==> src/rtl/srs_pkg.sv <==
package srs_pkg;

    localparam int CMD_W  = 16;
    localparam int WR_BIT = 13;
    localparam int OP_LSB = 8;
    localparam int OP_W   = 4;

    typedef enum logic [OP_W-1:0] {
        OP_CS_HI = 4'h0,
        OP_CS_LO = 4'h1,
        OP_SHIFT = 4'h8
    } man_op_e;

    typedef enum logic [2:0] {
        ST_IDLE,
        ST_PREP,
        ST_ISSUE,
        ST_HOLD,
        ST_DRAIN,
        ST_SYNC
    } seq_st_e;

    // Build a write-flagged manual command with zero shift data.
    function automatic logic [CMD_W-1:0] pack_cmd(man_op_e op);
        logic [CMD_W-1:0] w;
        w = '0;
        w[WR_BIT] = 1'b1;
        w[OP_LSB +: OP_W] = op;
        return w;
    endfunction

    // Fixed ordering: low, shift, high, then shifts for the rest.
    function automatic man_op_e op_at(int idx);
        case (idx)
            0:       return OP_CS_LO;
            2:       return OP_CS_HI;
            default: return OP_SHIFT;
        endcase
    endfunction

endpackage

==> src/rtl/srs_us_timer.sv <==
module srs_us_timer #(
    parameter int CLKS_PER_US = 100,
    parameter int LIMIT_US    = 255
) (
    input  logic clk,
    input  logic rst_n,
    input  logic run_i,
    output logic expired_o
);
    localparam int PW = (CLKS_PER_US > 1) ? $clog2(CLKS_PER_US) : 1;
    localparam int UW = $clog2(LIMIT_US + 1);
    localparam logic [PW-1:0] PRE_LAST = PW'(CLKS_PER_US - 1);
    localparam logic [UW-1:0] US_LAST  = UW'(LIMIT_US);

    typedef struct packed {
        logic [PW-1:0] pre;
        logic [UW-1:0] us;
    } tmr_t;

    tmr_t tmr_d, tmr_q;

    always_comb begin
        tmr_d = tmr_q;
        if (!run_i) begin
            tmr_d = '0;
        end else if (tmr_q.us != US_LAST) begin
            if (tmr_q.pre == PRE_LAST) begin
                tmr_d.pre = '0;
                tmr_d.us  = tmr_q.us + 1'b1;
            end else begin
                tmr_d.pre = tmr_q.pre + 1'b1;
            end
        end
    end

    always_ff @(posedge clk or negedge rst_n) begin
        if (!rst_n) tmr_q <= '0;
        else        tmr_q <= tmr_d;
    end

    assign expired_o = (tmr_q.us == US_LAST);

    AST_US_BOUND: assert property (@(posedge clk) disable iff (!rst_n)
        tmr_q.us <= US_LAST);
    AST_PRE_BOUND: assert property (@(posedge clk) disable iff (!rst_n)
        tmr_q.pre <= PRE_LAST);
    AST_IDLE_CLEAR: assert property (@(posedge clk) disable iff (!rst_n)
        !run_i |=> (tmr_q.us == '0));

endmodule

==> src/rtl/srs_man_exec.sv <==
module srs_man_exec
    import srs_pkg::*;
#(
    parameter int SHIFT_BITS = 8
) (
    input  logic             clk,
    input  logic             rst_n,
    input  logic             cmd_vld_i,
    input  logic [CMD_W-1:0] cmd_i,
    output logic             rdy_o,
    output logic             cs_n_o,
    output logic             sclk_o,
    output logic             sdo_o
);
    localparam int BCW = (SHIFT_BITS > 1) ? $clog2(SHIFT_BITS) : 1;
    localparam logic [BCW-1:0] BIT_LAST = BCW'(SHIFT_BITS - 1);

    typedef struct packed {
        logic                  busy;
        logic                  phase;
        logic [BCW-1:0]        bits;
        logic [SHIFT_BITS-1:0] sh;
        logic                  cs_n;
    } ex_t;

    ex_t ex_d, ex_q;

    logic          wr_flag;
    logic          legal;
    logic [OP_W-1:0] op;

    assign wr_flag = cmd_i[WR_BIT];
    assign op      = cmd_i[OP_LSB +: OP_W];
    assign legal   = (cmd_i[15:14] == 2'b00) && !cmd_i[12];

    always_comb begin
        ex_d = ex_q;
        if (ex_q.busy) begin
            if (!ex_q.phase) begin
                ex_d.phase = 1'b1;
            end else begin
                ex_d.phase = 1'b0;
                ex_d.sh    = ex_q.sh << 1;
                if (ex_q.bits == BIT_LAST) ex_d.busy = 1'b0;
                else                       ex_d.bits = ex_q.bits + 1'b1;
            end
        end else if (cmd_vld_i && wr_flag && legal) begin
            case (op)
                OP_CS_HI: ex_d.cs_n = 1'b1;
                OP_CS_LO: ex_d.cs_n = 1'b0;
                OP_SHIFT: begin
                    ex_d.busy  = 1'b1;
                    ex_d.phase = 1'b0;
                    ex_d.bits  = '0;
                    ex_d.sh    = cmd_i[SHIFT_BITS-1:0];
                end
                default: ;
            endcase
        end
    end

    always_ff @(posedge clk or negedge rst_n) begin
        if (!rst_n) begin
            ex_q      <= '0;
            ex_q.cs_n <= 1'b1;
        end else begin
            ex_q <= ex_d;
        end
    end

    assign rdy_o  = !ex_q.busy;
    assign cs_n_o = ex_q.cs_n;
    assign sclk_o = ex_q.busy && ex_q.phase;
    assign sdo_o  = ex_q.busy && ex_q.sh[SHIFT_BITS-1];

    AST_CS_HELD_IN_SHIFT: assert property (@(posedge clk) disable iff (!rst_n)
        (ex_q.busy && $past(ex_q.busy)) |-> $stable(ex_q.cs_n));
    AST_NO_CMD_WHILE_BUSY: assert property (@(posedge clk) disable iff (!rst_n)
        cmd_vld_i |-> !ex_q.busy);
    AST_SCLK_LOW_AT_END: assert property (@(posedge clk) disable iff (!rst_n)
        $fell(ex_q.busy) |-> !sclk_o);

endmodule

==> src/rtl/slave_reset_seq.sv <==
module slave_reset_seq
    import srs_pkg::*;
#(
    parameter int CLKS_PER_US = 100,
    parameter int TIMEOUT_US  = 255,
    parameter int TAIL_SHIFTS = 4,
    parameter int SHIFT_BITS  = 8
) (
    input  logic        clk,
    input  logic        rst_n,
    input  logic        start_i,
    input  logic        sync_idle_i,
    output logic        done_o,
    output logic        err_o,
    output logic        arb_en_o,
    output logic        wrap_en_o,
    output logic        mux_sel_o,
    output logic        man_en_o,
    output logic        dual_io_o,
    output logic [15:0] man_cmd_o,
    output logic        man_cmd_vld_o,
    output logic        spi_cs_n_o,
    output logic        spi_sclk_o,
    output logic        spi_sdo_o
);
    localparam int N_OPS = 3 + TAIL_SHIFTS;
    localparam int IW    = $clog2(N_OPS);
    localparam logic [IW-1:0] IDX_LAST = IW'(N_OPS - 1);

    typedef struct packed {
        seq_st_e          st;
        logic [IW-1:0]    idx;
        logic [CMD_W-1:0] cmd;
        logic             vld;
        logic             done;
        logic             err;
        logic             arb;
        logic             wrap;
        logic             dio;
        logic             mux;
        logic             man;
    } seq_t;

    seq_t s_d, s_q;
    logic exec_rdy;
    logic expired;

    always_comb begin
        s_d      = s_q;
        s_d.done = 1'b0;
        case (s_q.st)
            ST_IDLE: begin
                if (start_i) begin
                    s_d.err  = 1'b0;
                    s_d.arb  = 1'b0;
                    s_d.wrap = 1'b0;
                    s_d.dio  = 1'b0;
                    s_d.mux  = 1'b1;
                    s_d.man  = 1'b1;
                    s_d.idx  = '0;
                    s_d.st   = ST_PREP;
                end
            end
            ST_PREP: s_d.st = ST_ISSUE;
            ST_ISSUE: begin
                if (exec_rdy) begin
                    s_d.cmd = pack_cmd(op_at(int'(s_q.idx)));
                    s_d.vld = 1'b1;
                    s_d.st  = ST_HOLD;
                end
            end
            ST_HOLD: begin
                s_d.vld = 1'b0;
                if (s_q.idx == IDX_LAST) begin
                    s_d.st = ST_DRAIN;
                end else begin
                    s_d.idx = s_q.idx + 1'b1;
                    s_d.st  = ST_ISSUE;
                end
            end
            ST_DRAIN: if (exec_rdy) s_d.st = ST_SYNC;
            ST_SYNC: begin
                if (sync_idle_i || expired) begin
                    s_d.err  = !sync_idle_i;
                    s_d.done = 1'b1;
                    s_d.man  = 1'b0;
                    s_d.mux  = 1'b0;
                    s_d.st   = ST_IDLE;
                end
            end
            default: s_d.st = ST_IDLE;
        endcase
    end

    always_ff @(posedge clk or negedge rst_n) begin
        if (!rst_n) begin
            s_q      <= '0;
            s_q.st   <= ST_IDLE;
            s_q.arb  <= 1'b1;
            s_q.wrap <= 1'b1;
            s_q.dio  <= 1'b1;
        end else begin
            s_q <= s_d;
        end
    end

    srs_man_exec #(.SHIFT_BITS(SHIFT_BITS)) u_exec (
        .clk       (clk),
        .rst_n     (rst_n),
        .cmd_vld_i (s_q.vld),
        .cmd_i     (s_q.cmd),
        .rdy_o     (exec_rdy),
        .cs_n_o    (spi_cs_n_o),
        .sclk_o    (spi_sclk_o),
        .sdo_o     (spi_sdo_o)
    );

    srs_us_timer #(.CLKS_PER_US(CLKS_PER_US), .LIMIT_US(TIMEOUT_US)) u_tmr (
        .clk       (clk),
        .rst_n     (rst_n),
        .run_i     (s_q.st == ST_SYNC),
        .expired_o (expired)
    );

    assign done_o        = s_q.done;
    assign err_o         = s_q.err;
    assign arb_en_o      = s_q.arb;
    assign wrap_en_o     = s_q.wrap;
    assign dual_io_o     = s_q.dio;
    assign mux_sel_o     = s_q.mux;
    assign man_en_o      = s_q.man;
    assign man_cmd_o     = s_q.cmd;
    assign man_cmd_vld_o = s_q.vld;

    AST_CMD_IN_MANUAL: assert property (@(posedge clk) disable iff (!rst_n)
        man_cmd_vld_o |-> (man_en_o && mux_sel_o && !wrap_en_o && !arb_en_o && !dual_io_o));
    AST_DONE_ONE_CYCLE: assert property (@(posedge clk) disable iff (!rst_n)
        done_o |=> !done_o);
    AST_DONE_RELEASES: assert property (@(posedge clk) disable iff (!rst_n)
        done_o |-> (!man_en_o && !mux_sel_o));
    AST_SYNC_SEEN: assert property (@(posedge clk) disable iff (!rst_n)
        (done_o && !err_o) |-> $past(sync_idle_i));
    AST_DONE_AFTER_SHIFTS: assert property (@(posedge clk) disable iff (!rst_n)
        done_o |-> (!spi_sclk_o && exec_rdy));
    AST_ERR_STABLE: assert property (@(posedge clk) disable iff (!rst_n)
        (!done_o && !$past(start_i)) |-> $stable(err_o));

endmodule

==> config.mk <==
export PLATFORM = sky130hd
export DESIGN_NAME = slave_reset_seq
export DESIGN_NICKNAME = d
export VERILOG_FILES = /design/src/rtl/srs_pkg.sv /design/src/rtl/srs_us_timer.sv /design/src/rtl/srs_man_exec.sv /design/src/rtl/slave_reset_seq.sv
export SDC_FILE = /design/constraint.sdc
export NUM_CORES = 1
export LEC_CHECK = 0
export ABC_AREA = 1
export BUFFER_PORTS_ARGS = -buffer_cell sky130_fd_sc_hd__buf_2
export CAP_MARGIN = 40
export CELL_PAD_IN_SITES_DETAIL_PLACEMENT = 0
export CELL_PAD_IN_SITES_GLOBAL_PLACEMENT = 1
export CORE_MARGIN = 3
export CORE_UTILIZATION = 45
export CTS_CLUSTER_SIZE = 10
export DETAILED_ROUTE_END_ITERATION = 10
export PLACE_DENSITY_LB_ADDON = 0.1
export REMOVE_ABC_BUFFERS = 1
export SYNTH_ARGS = -nofsm -noshare
export SYNTH_HDL_FRONTEND = slang
export SYNTH_SLANG_ARGS = --single-unit
==> constraint.sdc <==
create_clock -name clk -period 2.8 [get_ports clk]
set_input_delay 0.56 -clock clk [delete_from_list [all_inputs] [get_ports clk]]
set_output_delay 0.56 -clock clk [all_outputs]
set_load 0.01 [all_outputs]
-- Word-level counts from Yosys, hierarchy flattened
Index checks and enable logic that the tools add are counted.
- output and inout port bits: 27
- word-level logic and storage cells: 98
- input bits: 4
- register bits: 46
- bitwise operators: 1
- $add $sub $neg: 4
- mux-type cells: 30
- eq/ne operators: 22
- reduce and logical (&&, ||, !) cells: 25
- operator list (operator ; number):
    15-bit 2-to-1 mux ; 2
    13-bit 2-to-1 mux ; 2
    3-bit 2-to-1 mux ; 6
    2-bit != test, second input constant ; 9
    3-bit case mux with 6 select lines ; 1
    14-bit 2-to-1 mux ; 1
    3-bit == test, second input constant ; 4
    6-bit 2-to-1 mux ; 2
    3-bit AND reduction ; 4
    2-bit nonzero test ; 6
    11-bit 2-to-1 mux ; 1
    2-bit AND reduction ; 5
    3-bit by 2-bit == test with 1-bit output, second input constant ; 3
    8-bit by 1-bit adder with 8-bit output, second input constant ; 1
    8-bit == test, second input constant ; 1
    8-bit 2-to-1 mux ; 1
    8-bit != test, second input constant ; 1
    4-bit case mux with 2 select lines ; 1
    4-bit AND reduction ; 2
    7-bit by 1-bit adder with 7-bit output, second input constant ; 1
    7-bit == test, second input constant ; 1
    7-bit 2-to-1 mux ; 1
    3-bit by 1-bit adder with 3-bit output, second input constant ; 2
    3-bit logical NOT ; 2
    13 further kinds ; 22

-- Depth between registers and ports, before layout
Gate-level depths: netlist of the first run.
- depth after elaboration: 4
- depth in mapped cells: 8
- depth with buffers taken out: 8

-- Modules after synthesis
A second synthesis of the first run with hierarchy kept.
- cell total of the unflattened synthesis: 350
- area, all modules: 2657.5 um^2
- by module, submodules not included (module ; cells each ; instances ; area an instance (um^2) ; sequential area each (um^2)):
    srs_us_timer ; 124 ; 1 ; 918.4 ; 375.4
    srs_man_exec ; 119 ; 1 ; 878.3 ; 351.6
    slave_reset_seq ; 107 ; 1 ; 860.8 ; 351.6

-- Least setup slack after synthesis of the first run
Ideal clock, no wire load.
- kind: register to register
- from: reg u_tmr.tmr_q[0] (netlist bit)
- to: reg s_q, in the netlist mux_sel_o
- period minus slack after synthesis: 1.338 ns
- path buffers: 0
- setup time: 0.122 ns
- slack: 1.462 ns
- arrival time: 1.216 ns
- data required time: 2.678 ns
- cell stages (with the launch flop): 9
- cell sequence: dfrtp_1 > ha_1 > nand2_1 > nor2_4 > nand2_1 > nand3_2 > nand3_1 > nand2_1 > nand2_1
- cells in the longest elaborated chain, start to end: 4
- ends and longest elaborated chain (item ; RTL line ; source):
    start: declaration ; srs_us_timer.sv:20 ; tmr_t tmr_d, tmr_q;
    start signal: assignment ; srs_us_timer.sv:38 ; else tmr_q <= tmr_d;
    8-bit == test ; srs_us_timer.sv:41 ; assign expired_o = (tmr_q.us == US_LAST);
    1-bit logical OR ; slave_reset_seq.sv:83 ; if (sync_idle_i || expired) begin
    2-bit != test (no source line) ; - ;
    3-bit AND reduction (no source line) ; - ;
    end: declaration ; slave_reset_seq.sv:44 ; seq_t s_d, s_q;
No other way between the ends.
A chain may end at the register's enable or synchronous reset.

-- Final worst setup path of the first run
- from: reg u_exec.ex_q[13] (netlist bit)
- to: out spi_sclk_o
- cells in the longest elaborated chain, start to end: 1
- ends and longest elaborated chain (item ; RTL line ; source):
    start: declaration ; srs_man_exec.sv:26 ; ex_t ex_d, ex_q;
    1-bit logical AND ; srs_man_exec.sv:73 ; assign sclk_o = ex_q.busy && ex_q.phase;
    end: declaration ; slave_reset_seq.sv:23 ; output logic spi_sclk_o,
No other way between the ends.

==> metrics.csv, run 1 <==
metric,value,unit
routability cong.,0.774,
synthesized cell area,2030,um2
CTS Buffer Depth,2,
GRT met3 Usage,0.0510,
Synth Warn #,0,
Setup crit end kind,primary output,
final WL,3600,um
Final min period,1600,ps
Die X,73.1,um
Worst Max-Slew Pin Slew,785,ps
starting density of the core,0.486,
# IOs,31,
n_diodes,0,
dominant cell type by area after synthesis,dfrtp_1,
met2 Use GR,0.214,
Yosys top cell area share,0.407,
Mean Syn Cell Area,7.86,um2
Rel. slew slack,0.477,
WP data required,2240,ps
Synth Area in Compound Gates,0.0796,
drt first pass iters,4,
Syn Inst Count,258,
XOR/XNOR share of the synthesized area,0.00864,
Max VDD drop,0.000348,V
crit path launch type,register,
Simple-Gate Fraction of Synth Area,0.293,
Yosys cell types,29,
WS Path Type,register to primary output,
period utilization,0.570,
ANT nets after route,0,
met1 GRT Util,0.209,
post-synthesis mux area share,0,
Fin. Hold Viols,0,
dpl cells,314,
Worst EP arrival,1040,ps
Max Transition Viols Final,0,
Most used DFF post-synth,dfrtp_1,
most common cell in the netlist,nand2_1,
"EDFF count, synth",0,
WL/cell,11.2,um
Min Hold Slack,357,ps
largest family of logic cells by synthesized area,simple AND/OR/NAND/NOR gates,
# hold bufs at CTS,0,
dominant cells by area after synthesis,"dfrtp_1, nand2_1, buf_4, inv_1, nand3_1",
IO Port Bufs,16,
share of cells above drive strength 1,0.114,
#FFs+latches synth,35,
fmax,627,MHz
total track usage,0.148,
routed via count,1558,
"Reg clk slew, reported paths",70,ps
setup_tns,0,ps
"Seq/Total Area, Yosys",0.433,
vias per cell,4.84,
site row count,23,
Adder-Cell Fraction of Synth Area,0.0432,
setup bufs post-CTS,0,
DRC errors left,0,
"Cell Chain, Critical Path","nand2_1, inv_1, buf_2",
crit-path max cell delay,410,ps
clk_skew,8.09,ps
H-tree level count,2,
max-cap violation count,0,
die area,5350,um2
Critical Path Slowest Stage Cell,dfrtp_1,
Crit Path Max Fanout,5,
Layout area overhead,4.69,%
GR peak layer,met2,
outcome,finished clean,
Inserted Clock Buffers,5,
Core Area,4170,um2
root buf cell,clkbuf_8,
initial antenna violation count,0,
clock tree from TritonCTS,done,
1st-iter DRT viols,74,
CTS Sinks,35,
PD cells,710,nW/um2
"FFs w/ async S/R, synth",1.00,
largest net degree at the start of global routing,36,
Post-synth top cells,"nand2_1, dfrtp_1, inv_1",
RSZ-0062 raised after global routing,no,
CTS resizes,0,
fillers,402,
Worst-Skew Late Latency,280,ps
P_leak,1.11,nW
vias in the first global route,1403,
setup violators final,0,
Final #Nets,282,
die height,73.1,um
Hold WC Path Type,input port to asynchronous set/reset pin,
DP HPWL,2620,um
fin cells,322,
grt ovf,0,
first-pass GRT wire length,6180,um
flip-flops by register name, summed over array words and instances (netlist names):
| name | cells |
|---|---|
| man_cmd_vld_o | 1 |
| man_cmd_o | 3 |
| err_o | 1 |
| mux_sel_o | 1 |
| u_exec.ex_q | 5 |
| u_tmr.tmr_q | 15 |
| u_exec.cs_n_o | 1 |
| s_q | 6 |
| dual_io_o | 1 |
| done_o | 1 |
final timing paths:
| check | start | endpoint | slack [ps] | depth (start not counted) |
|---|---|---|---|---|
| setup / recovery | u_exec.ex_q[13] | spi_sclk_o | 1200 | 3 |
| hold / removal | rst_n | u_tmr.tmr_q[7] | 360 | 1 |
| setup reg to reg | u_tmr.tmr_q[0] | mux_sel_o | 1250 | 8 |
| hold reg to reg | dual_io_o | dual_io_o | 460 | 2 |
| max in group asynchronous | rst_n | man_cmd_vld_o | 1940 | 1 |
| min in group clk | dual_io_o | dual_io_o | 460 | 2 |
cell type report:
class	count	area, um2	share of cell area
clock buffer	8	80.1	0.0377
inverter	29	109	0.0513
multi-input combinational	184	913	0.430
sequential	35	878	0.414
tap	50	62.6	0.0295
timing repair buffer	16	80.1	0.0377
cells in the final DEF (no fill, tap or decap), drive strengths merged:
master  instances
a21oi           8
a22oi           1
a31oi           1
buf            16
clkbuf          8
conb           14
dfrtp          33
dfstp           2
ha              7
inv            29
nand2          75
nand3          23
nand3b          3
nand4           6
nor2           20
nor3            1
o21ai          20
o21bai          1
or2             2
xnor2           1
xor2            1
cell families after synthesis:
logic type,count (synthesis)
and+or+nand+nor,130
other,1
DFF,35
AOI/OAI and AO/OA,31
xor gates and xnor gates,2
adders and majority gates,7
buffers and inverters,52
power breakdown:
part / internal, W / leakage [nW] / switching, W
combinational: 0.000173 / 0.625 / 0.000282
clock: 0.000177 / 0.0395 / 0.000171
sequential: 0.000617 / 0.445 / 0.0000883
total: 0.000967 / 1.11 / 0.000541
per-stage QoR:
step | setup slack, ps | util | total power [W] | area (um2)
final | 1200 | 0.509 | 0.00151 | 2120
after global routing | 1080 | 0.509 | 0.00166 | 2120
after CTS | 1190 | 0.509 | 0.00153 | 2120
after detailed placement | 1270 | 0.490 | 0.00118 | 2040
after global placement | 1270 | 0.490 | 0.00117 | 2040
after floorplan | 1460 | - | 0.00104 | 1900
metal layers:
metal / share of wire / up-vias
met5: 0 / -
met1: 0.51 / 700
met3: 0.052 / 6
met4: 0.010 / 0
li1: - / 817
met2: 0.42 / 35
critical path: cells and delay by family, from the launching register on:
family | cells | cell delay, ps
buffers and inverters | 2 | 300
flip-flops | 1 | 410
AND/OR/NAND/NOR | 1 | 60
(Power assumes the default switching activity.)
==> run 2, diff against run 1 <==
CORE_UTILIZATION = 37   (was 45)
clock period = 1.3 ns   (was 2.8 ns; I/O delays follow)
==> run 2 against run 1 <==
The run now ends with setup timing left; sequential share of layout area down 7.1 points; flip-flop and latch count unchanged; highest routed layer unchanged; worst setup slack worse by 1300 ps; routed wire length up 17%; global-route usage down 0.34 points.
==> metrics.csv, run 2 (synthesis results as in run 1) <==
metric,value,unit,change
outcome,"finished, violations left",,
failing checks,setup timing,,
flop2flop setup slack,-70,ps,-1320 ps
fmax,731,MHz,
Worst-Skew Late Latency,290,ps,about the same
clock tree from TritonCTS,done,,
WP data required,1480,ps,-760 ps
Seq pwr share,0.378,,-0.090
Fin. Hold Viols,0,,unchanged
grt ovf,0,,unchanged
routability cong.,0.770,,-0.54%
met2 Use GR,0.230,,+0.0156
worst r2r src,u_tmr.tmr_q[1],,
Setup crit end kind,register,,
n_diodes,0,,unchanged
P_int,0.00267,W,+180%
Top reg by flops,u_tmr.tmr_q,,
# IOs,31,,unchanged
PD cells,1550,nW/um2,+120%
setup violators final,5,,+5
Logic pwr share,0.328,,+0.026
Switching Power,0.00133,W,+150%
Final min period,1370,ps,
DP HPWL,3060,um,+17%
die height,80.0,um,+9.4%
fillers,517,,+29%
Core Area,5200,um2,+25%
Worst EP arrival,1540,ps,+500 ps
root buf cell,clkbuf_8,,
Die X,80.0,um,+9.4%
crit path launch type,register,,
CTS Sinks,35,,unchanged
total track usage,0.145,,-0.00343
Net Sw Frac,0.333,,-0.0255
Max VDD drop,0.000689,V,+98%
vias per cell,4.52,,-6.6%
placed instance area,2280,um2,+11%
CTS Buffer Depth,2,,unchanged
Hold WC Path Type,input port to register,,
routed via count,1690,,+8.5%
largest net degree at the start of global routing,26,,-28%
period utilization,1.05,,
GRT met3 Usage,0.0384,,-0.0126
max reg flops,15,,unchanged
vias in the first global route,1625,,+16%
Inserted Clock Buffers,5,,unchanged
most frequent cells in the layout,"nand2_1, dfrtp_1, inv_1, buf_4, nand3_1",,
pre-CTS setup slack,-85.3,ps,-1360 ps
final WL,4210,um,+17%
IO Port Bufs,16,,unchanged
Layout area overhead,26.8,%,
share of cells above drive strength 1,0.299,,+0.185
H-tree level count,2,,unchanged
ANT nets after route,0,,unchanged
P_leak,1.31,nW,+18%
DRC errors left,0,,unchanged
worst setup path startpoint,u_tmr.tmr_q[1],,
clk_skew,7.42,ps,-0.670 ps
max-cap violation count,0,,unchanged
Final #Nets,314,,+11%
WL/cell,11.3,um,+0.66%
initial antenna violation count,0,,unchanged
Critical Path End,u_tmr.tmr_q[10],,
1st-iter DRT viols,43,,-42%
GR peak layer,met2,,
Crit Path Max Fanout,4,,-1
design area,2570,um2,+21%
Top Registers,"u_tmr.tmr_q: 15 flops, s_q: 6 flops, u_exec.ex_q: 5 flops",,
starting density of the core,0.390,,-0.0964
Min Hold Slack,296,ps,-60.6 ps
"commonest non-fill, non-tap cell in the layout",nand2_1,,
worst r2r dst,u_tmr.tmr_q[10],,
Max Transition Viols Final,0,,unchanged
drt first pass iters,4,,unchanged
site row count,26,,+13%
first-pass GRT wire length,7290,um,+18%
"Reg clk slew, reported paths",70,ps,about the same
met1 GRT Util,0.191,,-0.0176
final worst slack,-67.6,ps,-1270 ps
Clock power frac,0.294,,+0.064
WS Path Type,register to register,,
RSZ-0062 raised after global routing,yes,,
die area,6410,um2,+20%
R2R depth,7,,-1
[run 2: worst min-delay path by stage]
stage / from / end / slack (ps) / cells past startpoint
after CTS: sync_idle_i / err_o / 300 / 4
after detailed placement: rst_n / u_tmr.tmr_q[11] / 170 / 1
after global routing: start_i / mux_sel_o / 290 / 3
after global placement: rst_n / u_tmr.tmr_q[14] / 170 / 1
after floorplan: rst_n / done_o / -40 / 0
final: start_i / mux_sel_o / 300 / 3
[run 2: per-layer routing]
layer	part of all wire	vias up	wire [um]
li1	-	889	-
met1	0.49	769	2070
met2	0.46	27	1930
met3	0.038	5	159
met4	0.013	0	53
met5	0	-	0
[run 2: power groups by stage]
| stage | sequential, W | combinational, W | clock [W] |
|---|---|---|---|
| 2_1_floorplan | 0.00155 | 0.000684 | 0 |
| 3_3_place_gp | 0.00152 | 0.00113 | 0 |
| 3_5_place_dp | 0.00152 | 0.00114 | 0 |
| 4_1_cts | 0.00149 | 0.00119 | 0.00121 |
| 5_1_grt | 0.00154 | 0.00152 | 0.00127 |
| 6_report | 0.00151 | 0.00131 | 0.00118 |
[run 2: stage by stage]
step,util,cells,power [W],setup TNS (ps)
after floorplan,-,248,0.00223,-111
after global placement,0.437,360,0.00265,-233
after detailed placement,0.437,360,0.00266,-626
after CTS,0.477,371,0.00389,-373
after global routing,0.494,374,0.00433,-1800
final,0.494,374,0.00400,-122
[run 2: final cells by class]
| cell class | instances | area (um2) | area share |
|---|---|---|---|
| tap | 70 | 87.6 | 0.0340 |
| clock inverter | 2 | 60.1 | 0.0233 |
| clock buffer | 6 | 72.6 | 0.0282 |
| timing repair buffer | 48 | 347 | 0.135 |
| multi-input combinational | 184 | 1020 | 0.395 |
| inverter | 29 | 109 | 0.0423 |
| sequential | 35 | 881 | 0.342 |
[run 2: worst max-delay path, cell delays in order, from the launching register on]
cell     delay, ps
dfrtp_1        360
ha_2           190
nand2_2         70
nor2_4         150
nand3_4        150
buf_6          160
a21oi_2        110
nor2_1          60
[run 2: what timing repair did]
| action | CTS | global route |
|---|---|---|
| hold buffers | 1 | 0 |
| resized for setup | 20 | 25 |
| endpoints found under the hold margin | 10 | 0 |
| gates cloned | 0 | 0 |
| pin swaps | 3 | 8 |
| setup endpoints to repair | 24 | 27 |
| buffers inserted | 2 | 3 |
